`src/rtl/duty_ramp_pkg.sv`:
```
package duty_ramp_pkg;

  typedef enum logic [1:0] {
    MODE_OFF   = 2'd0,
    MODE_START = 2'd1,
    MODE_NORM  = 2'd2
  } ramp_mode_e;

endpackage

```
`src/rtl/rate_tick_gen.sv`:
```
module rate_tick_gen #(
  parameter int BASE_CYC = 125000,
  parameter int N_SLOW   = 8,
  parameter int N_FAST   = 4
) (
  input  logic clk,
  input  logic rst,
  input  logic restart,
  input  logic fast,
  output logic step_tick
);
  localparam int NMAX   = (N_SLOW > N_FAST) ? N_SLOW : N_FAST;
  localparam int BASE_W = (BASE_CYC > 2) ? $clog2(BASE_CYC) : 1;
  localparam int DIV_W  = $clog2(NMAX + 1);

  logic [BASE_W-1:0] base_cnt;
  logic [DIV_W-1:0]  div_cnt;
  logic [DIV_W-1:0]  div_last;
  logic              base_hit;
  logic              div_hit;

  assign base_hit = (base_cnt == BASE_W'(BASE_CYC - 1));
  assign div_last = fast ? DIV_W'(N_FAST - 1) : DIV_W'(N_SLOW - 1);
  // >= lets a switch to the short factor mid-interval step at once
  assign div_hit  = (div_cnt >= div_last);
  assign step_tick = base_hit && div_hit;

  always_ff @(posedge clk) begin
    if (rst || restart) begin
      base_cnt <= '0;
    end else if (base_hit) begin
      base_cnt <= '0;
    end else begin
      base_cnt <= base_cnt + 1'b1;
    end
  end

  always_ff @(posedge clk) begin
    if (rst || restart) begin
      div_cnt <= '0;
    end else if (base_hit) begin
      if (div_hit) begin
        div_cnt <= '0;
      end else begin
        div_cnt <= div_cnt + 1'b1;
      end
    end
  end

endmodule

```
`src/rtl/duty_stepper.sv`:
```
module duty_stepper
  import duty_ramp_pkg::*;
#(
  parameter int FULL     = 16,
  parameter int MIN_DUTY = 5,
  parameter int DUTY_W   = $clog2(FULL + 1)
) (
  input  logic              clk,
  input  logic              rst,
  input  logic              ign_on,
  input  logic              ign_rise,
  input  logic              supply_ok,
  input  logic              step_tick,
  input  logic [DUTY_W-1:0] req_duty,
  output logic [DUTY_W-1:0] duty,
  output logic [DUTY_W-1:0] tgt,
  output logic              in_start
);
  localparam logic [DUTY_W-1:0] FULL_C = DUTY_W'(FULL);
  localparam logic [DUTY_W-1:0] MIN_C  = DUTY_W'(MIN_DUTY);

  ramp_mode_e        mode_q;
  logic [DUTY_W-1:0] req_sat;

  assign in_start = (mode_q == MODE_START);
  assign req_sat  = (req_duty > FULL_C) ? FULL_C : req_duty;
  assign tgt      = (in_start && (req_sat < MIN_C)) ? MIN_C : req_sat;

  always_ff @(posedge clk) begin
    if (rst || !ign_on) begin
      mode_q <= MODE_OFF;
    end else if (ign_rise) begin
      mode_q <= MODE_START;
    end else if (in_start && supply_ok) begin
      mode_q <= MODE_NORM;
    end
  end

  always_ff @(posedge clk) begin
    if (rst || !ign_on) begin
      duty <= '0;
    end else if (ign_rise) begin
      duty <= MIN_C;
    end else if (step_tick) begin
      if (duty < tgt) begin
        duty <= duty + 1'b1;
      end else if (duty > tgt) begin
        duty <= duty - 1'b1;
      end
    end
  end

endmodule

```
`src/rtl/pwm_slicer.sv`:
```
module pwm_slicer #(
  parameter int FULL   = 16,
  parameter int DUTY_W = $clog2(FULL + 1)
) (
  input  logic              clk,
  input  logic              rst,
  input  logic [DUTY_W-1:0] duty,
  output logic              pwm
);
  localparam int SLOT_W = (FULL > 2) ? $clog2(FULL) : 1;

  logic [SLOT_W-1:0] slot;

  always_ff @(posedge clk) begin
    if (rst) begin
      slot <= '0;
    end else if (slot == SLOT_W'(FULL - 1)) begin
      slot <= '0;
    end else begin
      slot <= slot + 1'b1;
    end
  end

  always_ff @(posedge clk) begin
    if (rst) begin
      pwm <= 1'b0;
    end else begin
      pwm <= (DUTY_W'(slot) < duty);
    end
  end

endmodule

```
`src/rtl/duty_ramp_ctrl.sv`:
```
module duty_ramp_ctrl #(
  parameter int FULL     = 16,
  parameter int MIN_DUTY = 5,
  parameter int BASE_CYC = 125000,
  parameter int N_SLOW   = 8,
  parameter int N_FAST   = 4,
  parameter int DUTY_W   = $clog2(FULL + 1)
) (
  input  logic              clk,
  input  logic              rst,
  input  logic              ign_on_i,
  input  logic              supply_ok_i,
  input  logic              speed_hi_i,
  input  logic [DUTY_W-1:0] req_duty_i,
  output logic [DUTY_W-1:0] duty_o,
  output logic              pwm_o
);
  logic              ign_q;
  logic              ign_rise;
  logic              step_tick;
  logic [DUTY_W-1:0] tgt_code;
  logic              in_start;

  always_ff @(posedge clk) begin
    if (rst) begin
      ign_q <= 1'b0;
    end else begin
      ign_q <= ign_on_i;
    end
  end

  assign ign_rise = ign_on_i && !ign_q;

  rate_tick_gen #(
    .BASE_CYC(BASE_CYC),
    .N_SLOW  (N_SLOW),
    .N_FAST  (N_FAST)
  ) u_rate (
    .clk      (clk),
    .rst      (rst),
    .restart  (ign_rise || !ign_on_i),
    .fast     (speed_hi_i),
    .step_tick(step_tick)
  );

  duty_stepper #(
    .FULL    (FULL),
    .MIN_DUTY(MIN_DUTY),
    .DUTY_W  (DUTY_W)
  ) u_step (
    .clk      (clk),
    .rst      (rst),
    .ign_on   (ign_on_i),
    .ign_rise (ign_rise),
    .supply_ok(supply_ok_i),
    .step_tick(step_tick),
    .req_duty (req_duty_i),
    .duty     (duty_o),
    .tgt      (tgt_code),
    .in_start (in_start)
  );

  pwm_slicer #(
    .FULL  (FULL),
    .DUTY_W(DUTY_W)
  ) u_pwm (
    .clk (clk),
    .rst (rst),
    .duty(duty_o),
    .pwm (pwm_o)
  );

endmodule

```
`config.mk`:
```
export PLATFORM = sky130hd
export DESIGN_NAME = duty_ramp_ctrl
export DESIGN_NICKNAME = d
export VERILOG_FILES = /design/src/rtl/duty_ramp_pkg.sv /design/src/rtl/rate_tick_gen.sv /design/src/rtl/duty_stepper.sv /design/src/rtl/pwm_slicer.sv /design/src/rtl/duty_ramp_ctrl.sv
export SDC_FILE = /design/constraint.sdc
export NUM_CORES = 1
export LEC_CHECK = 0
export BUFFER_PORTS_ARGS = -buffer_cell sky130_fd_sc_hd__buf_2
export CAP_MARGIN = 40
export CORE_ASPECT_RATIO = 1.1
export CORE_UTILIZATION = 39
export CTS_BUF_LIST = sky130_fd_sc_hd__clkbuf_4 sky130_fd_sc_hd__clkbuf_8
export DETAILED_ROUTE_END_ITERATION = 10
export SLEW_MARGIN = 20
export SYNTH_ARGS = -nofsm -noshare
export SYNTH_HDL_FRONTEND = slang
export SYNTH_SLANG_ARGS = --single-unit
export TNS_END_PERCENT = 10
```
`constraint.sdc`:
```
create_clock -name clk -period 8.4 [get_ports clk]
set_clock_uncertainty 0.15 [all_clocks]
set_input_delay 2.1 -clock clk [delete_from_list [all_inputs] [get_ports clk]]
set_output_delay 2.1 -clock clk [all_outputs]
set_load 0.01 [all_outputs]
```
==> results of run 1 <==
==> flip-flops by register name, summed over array words and instances (netlist names) <==
name             count
u_step.mode_q        2
ign_q                1
u_step.duty          5
u_pwm.slot           4
u_rate.base_cnt     17
u_pwm.pwm            1
u_rate.div_cnt       4
==> worst max-delay path by stage <==
stage                             start        endpoint  slack (ns)  cells after the start
after CTS                 req_duty_i[3]  u_step.duty[4]        3.41                     14
final                     req_duty_i[3]  u_step.duty[4]        3.41                     14
after global placement    req_duty_i[3]  u_step.duty[4]        3.21                     14
after detailed placement  req_duty_i[3]  u_step.duty[4]        3.12                     14
after global routing      req_duty_i[3]  u_step.duty[4]        3.19                     14
after floorplan           req_duty_i[3]  u_step.duty[4]        3.51                     13
==> kinds of logic (layout without fill, tap and decap cells) <==
logic type | after synthesis | after routing | share of synthesized area
simple gates | 90 | 90 | 0.2608
flops | 34 | 34 | 0.3783
compound gates | 32 | 32 | 0.1189
xor+xnor | 17 | 17 | 0.08276
fa+ha+maj | 16 | 16 | 0.1154
buf+inv | 15 | 36 | 0.03269
mux | 2 | 2 | 0.01113
==> layer usage <==
layer / routed length (um) / part of all wire
met2: 1598 / 0.48
met4: 53 / 0.016
met1: 1606 / 0.48
met5: 0 / 0
met3: 99 / 0.029
==> synth_stat cells (all sizes together) <==
master   number  area (sq um)
nor4bb        1         10.01
dfxtp        34         680.7
mux2i         2         20.02
nand4bb       1         11.26
nor2         34         127.6
fa            1         20.02
nand4b        3         26.28
nor3b         2         15.01
nand2b        5         31.28
nor4          2         12.51
o311a         1         10.01
and3          2         12.51
buf           2         10.01
nor2b         2         12.51
inv          13         48.80
o21ai         7         35.03
nor3          2         10.01
o211a         1         10.01
nand3        10         50.05
or3b          1         8.760
a21oi        13         65.06
nand2        12         45.04
nand3b        1         7.510
o21ba         1         10.01
xor2          8         70.07
xnor2         9         78.83
nand4         7         43.79
ha           15         187.7
or3           1         6.260
a21o          5         37.54
a211oi        3         35.03
o221a         1         11.26
and4bb        1         12.51
and4          3         26.28
==> where the power goes <==
| group | internal, mW | switching [mW] |
|---|---|---|
| Combinational | 0.0123 | 0.0134 |
| Clock | 0.0693 | 0.0566 |
| Sequential | 0.164 | 0.00338 |
==> cells in the final DEF, fill, tap and decap left out, types with 3 or more instances in the layout <==
master / n
buf_2: 15
dfxtp_1: 34
nand4_1: 7
nand4b_1: 3
a21oi_1: 13
inv_1: 13
xor2_1: 8
a21o_1: 5
nand3_1: 10
clkbuf_8: 6
nand2_1: 12
nor2_1: 34
xnor2_1: 9
o21ai_0: 7
ha_1: 15
nand2b_1: 5
and4_1: 3
==> cell type report <==
class,count,area [sq um],share of cell area
Multi-Input combinational cell,157,1060,0.5228
Sequential cell,34,680.7,0.3358
Clock buffer,7,90.09,0.04444
Timing Repair Buffer,15,75.07,0.03704
Tap cell,54,67.56,0.03333
Inverter,13,48.80,0.02407
Clock inverter,1,5.005,0.002469
==> worst reg2reg max path, stage by stage, from the launching register on <==
cell,delay [ns]
dfxtp_1,0.35
nor3b_1,0.32
o21ai_0,0.15
ha_1,0.30
a211oi_1,0.29
o21ba_2,0.19
nor2b_1,0.21
inv_1,0.15
fa_1,0.42
a21o_1,0.17
a21oi_1,0.24
nand2b_1,0.15
o221a_2,0.18
nand3_1,0.07
==> run metrics, run 1 <==
required time worst endpoint 8.42 ns; Relative slew margins 0.4820; nature of the critical path endpoint flop; Setup violations, final 0; area of placed instances 1932 sq um; final core occ 0.4662; HP Class flop to flop; Mapped Area 1799 sq um; gr ovfl total 0; core area 4348 sq um; RSZ-0062 raised after global routing no; H-tree levels 2; Top delay family on crit path compound AO/OA/AOI/OAI gates; NumNets Final 252; Max Transition Viols Final 0; vias per inst 5.174; GR peak layer met2; final hold vios 0; met2 usage 0.2694; Hold Crit Endpoint u_rate.base_cnt[0]; Starting DRT DRC Count 25; Reg-to-Reg End u_step.duty[4]; Synth Area per Inst 8.734 sq um; WS Path Type input pin to flop; final non-filler cell total 281; Final period util 0.5944; n_diodes 0; Worst R2R Path Depth 13; Max clock buf depth 2; Seq/Total Area, Yosys 0.3783; initial antenna violation count 0; CP max FO 5; Netlist cell types 35; YS warnings 0; Design Area, Final 2027 sq um; Wirelength per Cell 11.95 um; die area 4889 sq um; Arr. time, crit path 5.02 ns; Lkg Pwr 0.8018 nW; vias in the first global route 1,336; die width 66.76 um; Power Density 157.5 nW/um^2; Clk Latency, worst-skew pair 0.28 ns; RePlAce Congestion 0.7258; Setup Fix Bufs, Post-CTS 0; total power 0.3192 mW; Initial Utilization 0.4138; CP max stage delay 0.42 ns; row cnt 25; Syn Inst Count 206; grt met1 use 0.1754; GRT Util Overall 0.1537; WL final 3357 um; Port Buffers 15; Critical Path Source Type input pin; outcome completed; Worst-path clk slew 0.07 ns; HP Start u_rate.base_cnt[0]; Critical R2R Launch u_step.mode_q[0]; met3 Use GR 0.03750; Min Hold Slack 0.3209 ns; hold_buf cts 0; 1st-pass router iterations 4; final setup margin 3.407 ns; hold path cells 1; CTS tree done; flops & latches, synth 34; Syn Nets 232; post-CTS sizing 0; setup_tns 0 ns; first-pass GRT wire length 5664 um; FILL cells 422; clk sinks 34; via count 1,454; Setup WS pre-CTS 3.120 ns; DRC 0; post-detail-place hpwl 2503 um; Worst-Margin Slew 0.7723 ns; largest net degree at the start of global routing 17; Buf/Inv on CP 2; antenna viol nets, final 0; peak supply drop 0.09209 mV; max frequency 200.3 MHz; Area growth, synth to finish 12.66%; Die H 73.24 um; crit path cell chain buf_2 > nor3b_1 > o21ai_0 > ha_1 > a211oi_1 > o21ba_2 > nor2b_1 > inv_1 > fa_1 > a21o_1 > a21oi_1 > nand2b_1 > o221a_2 > nand3_1; Period minus WS final 4.993 ns; CTS root buf clkbuf_8; Top-Level Pins 16; max_cap viols 0; cell count after placement 273; Critical-path top delay cell fa_1; R2R setup slack 4.97 ns; fraction of layout cells with a size suffix above 1 0.1189; Num CTS Buffers 5
(Power assumes the default switching activity.)
==> run 2: changes to the inputs <==
Settings changed: ABC_AREA set to 1.
Clock period 8.4 ns to 4.8 ns, I/O delays scaled along.
==> run 2 against run 1 <==
Compared with the run above:
- critical path type unchanged
- register-to-register slack got worse by 2.9 ns
- global-route usage grew 0.095 points
- non-clock buffer count unchanged
- first-iteration DRC count grew to 2.7 times the previous value
- utilization fell by 1.5 points
- sequential cell count stayed put
- routed wire length is 13% higher
==> run metrics, run 2 <==
clk sinks 34; top-area cell type share of the netlist area 0.3389; Netlist cell types 34; required time worst endpoint 4.84 ns; nature of the critical path endpoint flop; row cnt 27; Power Density 250.3 nW/um^2; WS Path Type input pin to flop; vias per inst 4.835; leading area contributor after synthesis dfxtp_1; biggest regs u_rate.base_cnt x17, u_step.duty x5; NumNets Final 324; Seq/Total Area, Yosys 0.3389; first-pass GRT wire length 6810 um; initial antenna violation count 0; fraction of layout cells with a size suffix above 1 0.1572; Setup Fix Bufs, Post-CTS 0; peak supply drop 0.1925 mV; gr ovfl total 0; commonest non-fill, non-tap cell in the layout nand2_1; CP max FO 7; outcome completed; ys async rst share 0; Initial Utilization 0.4044; Worst-path clk slew 0.07 ns; largest net degree at the start of global routing 19; flops & latches, synth 34; Max clock buf depth 2; YS warnings 0; die width 70.42 um; Max Transition Viols Final 0; 1st-pass router iterations 4; RePlAce Congestion 0.7598; Syn Inst Count 277; GRT Util Overall 0.1546; CTS tree done; Largest register FFs 17; hold path cells 1; Area growth, synth to finish 11.53%; max frequency 278.3 MHz; most frequent cell after synthesis nand2_1; Top-Level Pins 16; R2R setup slack 2.08 ns; post-detail-place hpwl 2855 um; largest cells by area after synthesis dfxtp_1 (34%), ha_1 (9.3%), nand2_1 (8.6%); H-tree levels 2; Synth Area per Inst 7.250 sq um; Wirelength per Cell 10.60 um; Relative slew margins 0.7463; Post-synth EDFFs 0; Period minus WS final 3.593 ns; core area 4966 sq um; post-CTS sizing 0; final setup margin 1.207 ns; DRC 0; via count 1,726; antenna viol nets, final 0; hold_buf cts 0; Die H 77.26 um; Starting DRT DRC Count 67; Mapped Area 2008 sq um; die area 5441 sq um; Port Buffers 15; Synth top cells by count nand2_1 (46), inv_1 (44), nor2_1 (35), dfxtp_1 (34), a21oi_1 (17); WL final 3785 um; Worst R2R Path Depth 16; RSZ-0062 raised after global routing no; Clk Latency, worst-skew pair 0.29 ns; CTS root buf clkbuf_8; HP Class flop to flop; Syn Nets 303; max_cap viols 0; Arr. time, crit path 3.63 ns; n_diodes 0; Setup WS pre-CTS 0.9098 ns; Top reg by flops u_rate.base_cnt; Num CTS Buffers 5; vias in the first global route 1,609; Worst-Margin Slew 0.3793 ns; setup_tns 0 ns; Primary FF master, synth dfxtp_1; Critical Path Source Type input pin; final hold vios 0; Lkg Pwr 1.018 nW; Final period util 0.7485; most frequent cells in the layout nand2_1 (46), inv_1 (44), nor2_1 (35); Setup violations, final 0
-- run 2: final cells by class --
| cell class | instances | area, sq um |
|---|---|---|
| clock buffer | 7 | 90.09 |
| clock inverter | 1 | 5.005 |
| fill | 505 | 2726 |
| inverter | 47 | 176.4 |
| multi-input combinational | 195 | 1140 |
| sequential | 34 | 680.7 |
| tap | 58 | 72.57 |
| timing repair buffer | 15 | 75.07 |
-- run 2: cell families (layout without fill, tap and decap cells) --
group	count (synthesis)	after routing	synth area share
and+or+nand+nor	140	140	0.3458
buffers and inverters	48	70	0.09346
DFF	34	34	0.3389
AOI/OAI and AO/OA	31	31	0.08349
adders and majority gates	16	16	0.1034
xor gates and xnor gates	8	8	0.03489
-- run 2: where the power goes --
group	switching (mW)	internal [mW]	leakage, nW
Clock	0.100	0.121	0.0517
Combinational	0.0283	0.0193	0.691
Sequential	0.00415	0.287	0.276
-- run 2: metrics by stage --
| step | area, sq um | hold slack, ns | utilization | instances | total power, mW |
|---|---|---|---|---|---|
| after CTS | 2240 | 0.3012 | 0.4510 | 357 | 0.5724 |
| after global routing | 2240 | 0.3153 | 0.4510 | 357 | 0.5910 |
| after detailed placement | 2145 | 0.2913 | 0.4318 | 349 | 0.3461 |
| after floorplan | 2008 | 0.2675 | - | 277 | 0.3319 |
| after global placement | 2145 | 0.2827 | 0.4318 | 349 | 0.3452 |
| final | 2240 | 0.2985 | 0.4510 | 357 | 0.5606 |
-- run 2: critical path: stages --
cell	delay [ns]
buf_2	0.11
nor3_1	0.18
a21oi_1	0.10
o21ai_0	0.15
inv_1	0.06
ha_1	0.28
nand2_1	0.09
nor2_1	0.04
nand2_1	0.07
nand3_1	0.24
fa_1	0.49
a21oi_1	0.21
nand3_1	0.09
nand2_1	0.07
inv_1	0.05
a21oi_1	0.14
nor2_1	0.06
-- run 2: metal layers --
metal | global-route usage | wire length [um]
met2 | 0.2533 | 1789
met1 | 0.1905 | 1854
met4 | 0.04800 | 20
met3 | 0.04993 | 121
met5 | 0 | 0
-- run 2: worst paths after layout --
path / startpoint / endpoint
hold / removal: u_rate.base_cnt[0] / u_rate.base_cnt[0]
setup reg to reg: u_step.mode_q[1] / u_step.duty[4]
setup / recovery: req_duty_i[1] / u_step.duty[4]
hold reg to reg: u_rate.base_cnt[0] / u_rate.base_cnt[0]
==> run 3: changes to the inputs <==
Clock period 4.8 ns to 3.3 ns, I/O delays scaled along.
==> run 3 against run 2 <==
Compared with the run above:
- via count up 1.9%
- cell area up 3.9%
- clock-buffer cell count down 1
- clock power up 38%
- worst hold slack better by 0.012 ns
- utilization up 1.8 points
- global-route usage down 0.35 points
- critical path depth up 2
- worst setup slack worse by 0.99 ns
- critical endpoint unchanged
- largest cell class unchanged
==> run metrics, run 3 (synthesized netlist as in run 2, its figures left out) <==
post-detail-place hpwl 2920 um; Critical-path top delay cell fa_1; core area 4966 sq um; final setup margin 0.2142 ns; H-tree levels 2; max_cap viols 0; Wirelength per Cell 10.38 um; 1st-pass router iterations 6; area of placed instances 2205 sq um; Area growth, synth to finish 15.89%; Top reg by flops u_rate.base_cnt; Power Density 349.3 nW/um^2; NumNets Final 333; Buf/Inv on CP 4; HP Class flop to flop; row cnt 27; vias per inst 4.832; Lkg Pwr 1.060 nW; Worst path most repeated cell nand2_1; gr ovfl total 0; most frequent cells in the layout nand2_1 (46), inv_1 (44), nor2_1 (35); Max clock buf depth 2; n_diodes 0; setup_tns 0 ns; via count 1,759; Setup WS pre-CTS -0.1231 ns; Max Transition Viols Final 0; HP Start u_pwm.slot[0]; crit path from req_duty_i[1]; die area 5441 sq um; Worst-Margin Slew 0.3698 ns; commonest non-fill, non-tap cell in the layout nand2_1; antenna viol nets, final 0; Design Area, Final 2327 sq um; peak supply drop 0.1512 mV; nature of the critical path endpoint flop; Worst-path clk slew 0.06 ns; Critical Path Source Type input pin; Period minus WS final 3.086 ns; WS Path Type input pin to flop; Top-Level Pins 16; initial antenna violation count 0; clk sinks 34; fraction of layout cells with a size suffix above 1 0.1895; CTS root buf clkbuf_8; Relative slew margins 0.7512; Largest register FFs 17; Starting DRT DRC Count 46; Die H 77.26 um; Num CTS Buffers 5; Top delay family on crit path simple AND/OR/NAND/NOR gates; Setup violations, final 0; Final period util 0.9351; hold_buf cts 0; required time worst endpoint 3.33 ns; Critical R2R Launch u_step.mode_q[0]; WL final 3779 um; first-pass GRT wire length 6575 um; CP max stage delay 0.42 ns; die width 70.42 um; outcome completed; final hold vios 0; Clk Latency, worst-skew pair 0.28 ns; DRC 0; Port Buffers 15; final core occ 0.4686; max frequency 324.1 MHz; Min Hold Slack 0.3106 ns; CP max FO 5; RePlAce Congestion 0.7939; Initial Utilization 0.4044; vias in the first global route 1,541; largest net degree at the start of global routing 19; Arr. time, crit path 3.12 ns; GRT Util Overall 0.1511; CTS tree done; biggest regs u_rate.base_cnt x17, u_step.duty x5; crit path cell chain buf_2 > nor3_1 > a21oi_1 > o21ai_0 > inv_1 > ha_1 > nand2_1 > nor2_1 > nand2_1 > nand3_4 > fa_1 > a21oi_2 > inv_1 > nand2_1 > nand2_1 > inv_1 > nand3_1 > nand2_1 > nor2_1
-- run 3: cell count changes in the layout (fill, tap and decap cells not counted), sizes merged --
cell	change
clkinv	-1
clkbuf	-1
buf	+9
-- run 3: worst paths after layout --
kind | end | cells past startpoint | slack (ns)
min | u_pwm.slot[0] | 1 | 0.31
min reg2reg | u_pwm.slot[0] | 1 | 0.31
max | u_step.duty[4] | 19 | 0.21
max reg2reg | u_step.duty[4] | 17 | 0.73
-- run 3: power breakdown --
part	switching [mW]	total, mW	internal, mW
clock	0.143	0.304	0.161
combinational	0.0452	0.0846	0.0394
sequential	0.00625	0.424	0.418
total	0.195	0.813	0.618
-- run 3: cell type report --
type / count / area, sq um
Timing Repair Buffer: 24 / 142.6
Tap cell: 58 / 72.57
Fill cell: 510 / 2639
Inverter: 47 / 176.4
Clock buffer: 6 / 82.58
Sequential cell: 34 / 680.7
Multi-Input combinational cell: 195 / 1172
-- run 3: metal layers --
metal	wire, um	GRT usage	part of all wire	up-vias
met4	96	0.06800	0.025	0
met3	131	0.04993	0.035	9
met2	1715	0.2429	0.45	28
li1	-	-	-	952
met1	1836	0.1810	0.49	770
met5	0	0	0	-
-- run 3: what timing repair did --
item                                   CTS  global route
endpoints found under the hold margin    0             0
resized for setup                        0             5
setup endpoints to repair                0             2
setup buffers                            0             1
-- run 3: stage by stage --
step / total power, mW / instances
CTS: 0.8242 / 363
global route: 0.8589 / 364
detailed placement: 0.5145 / 357
finish: 0.8130 / 364
floorplan: 0.4827 / 277
global placement: 0.5136 / 357
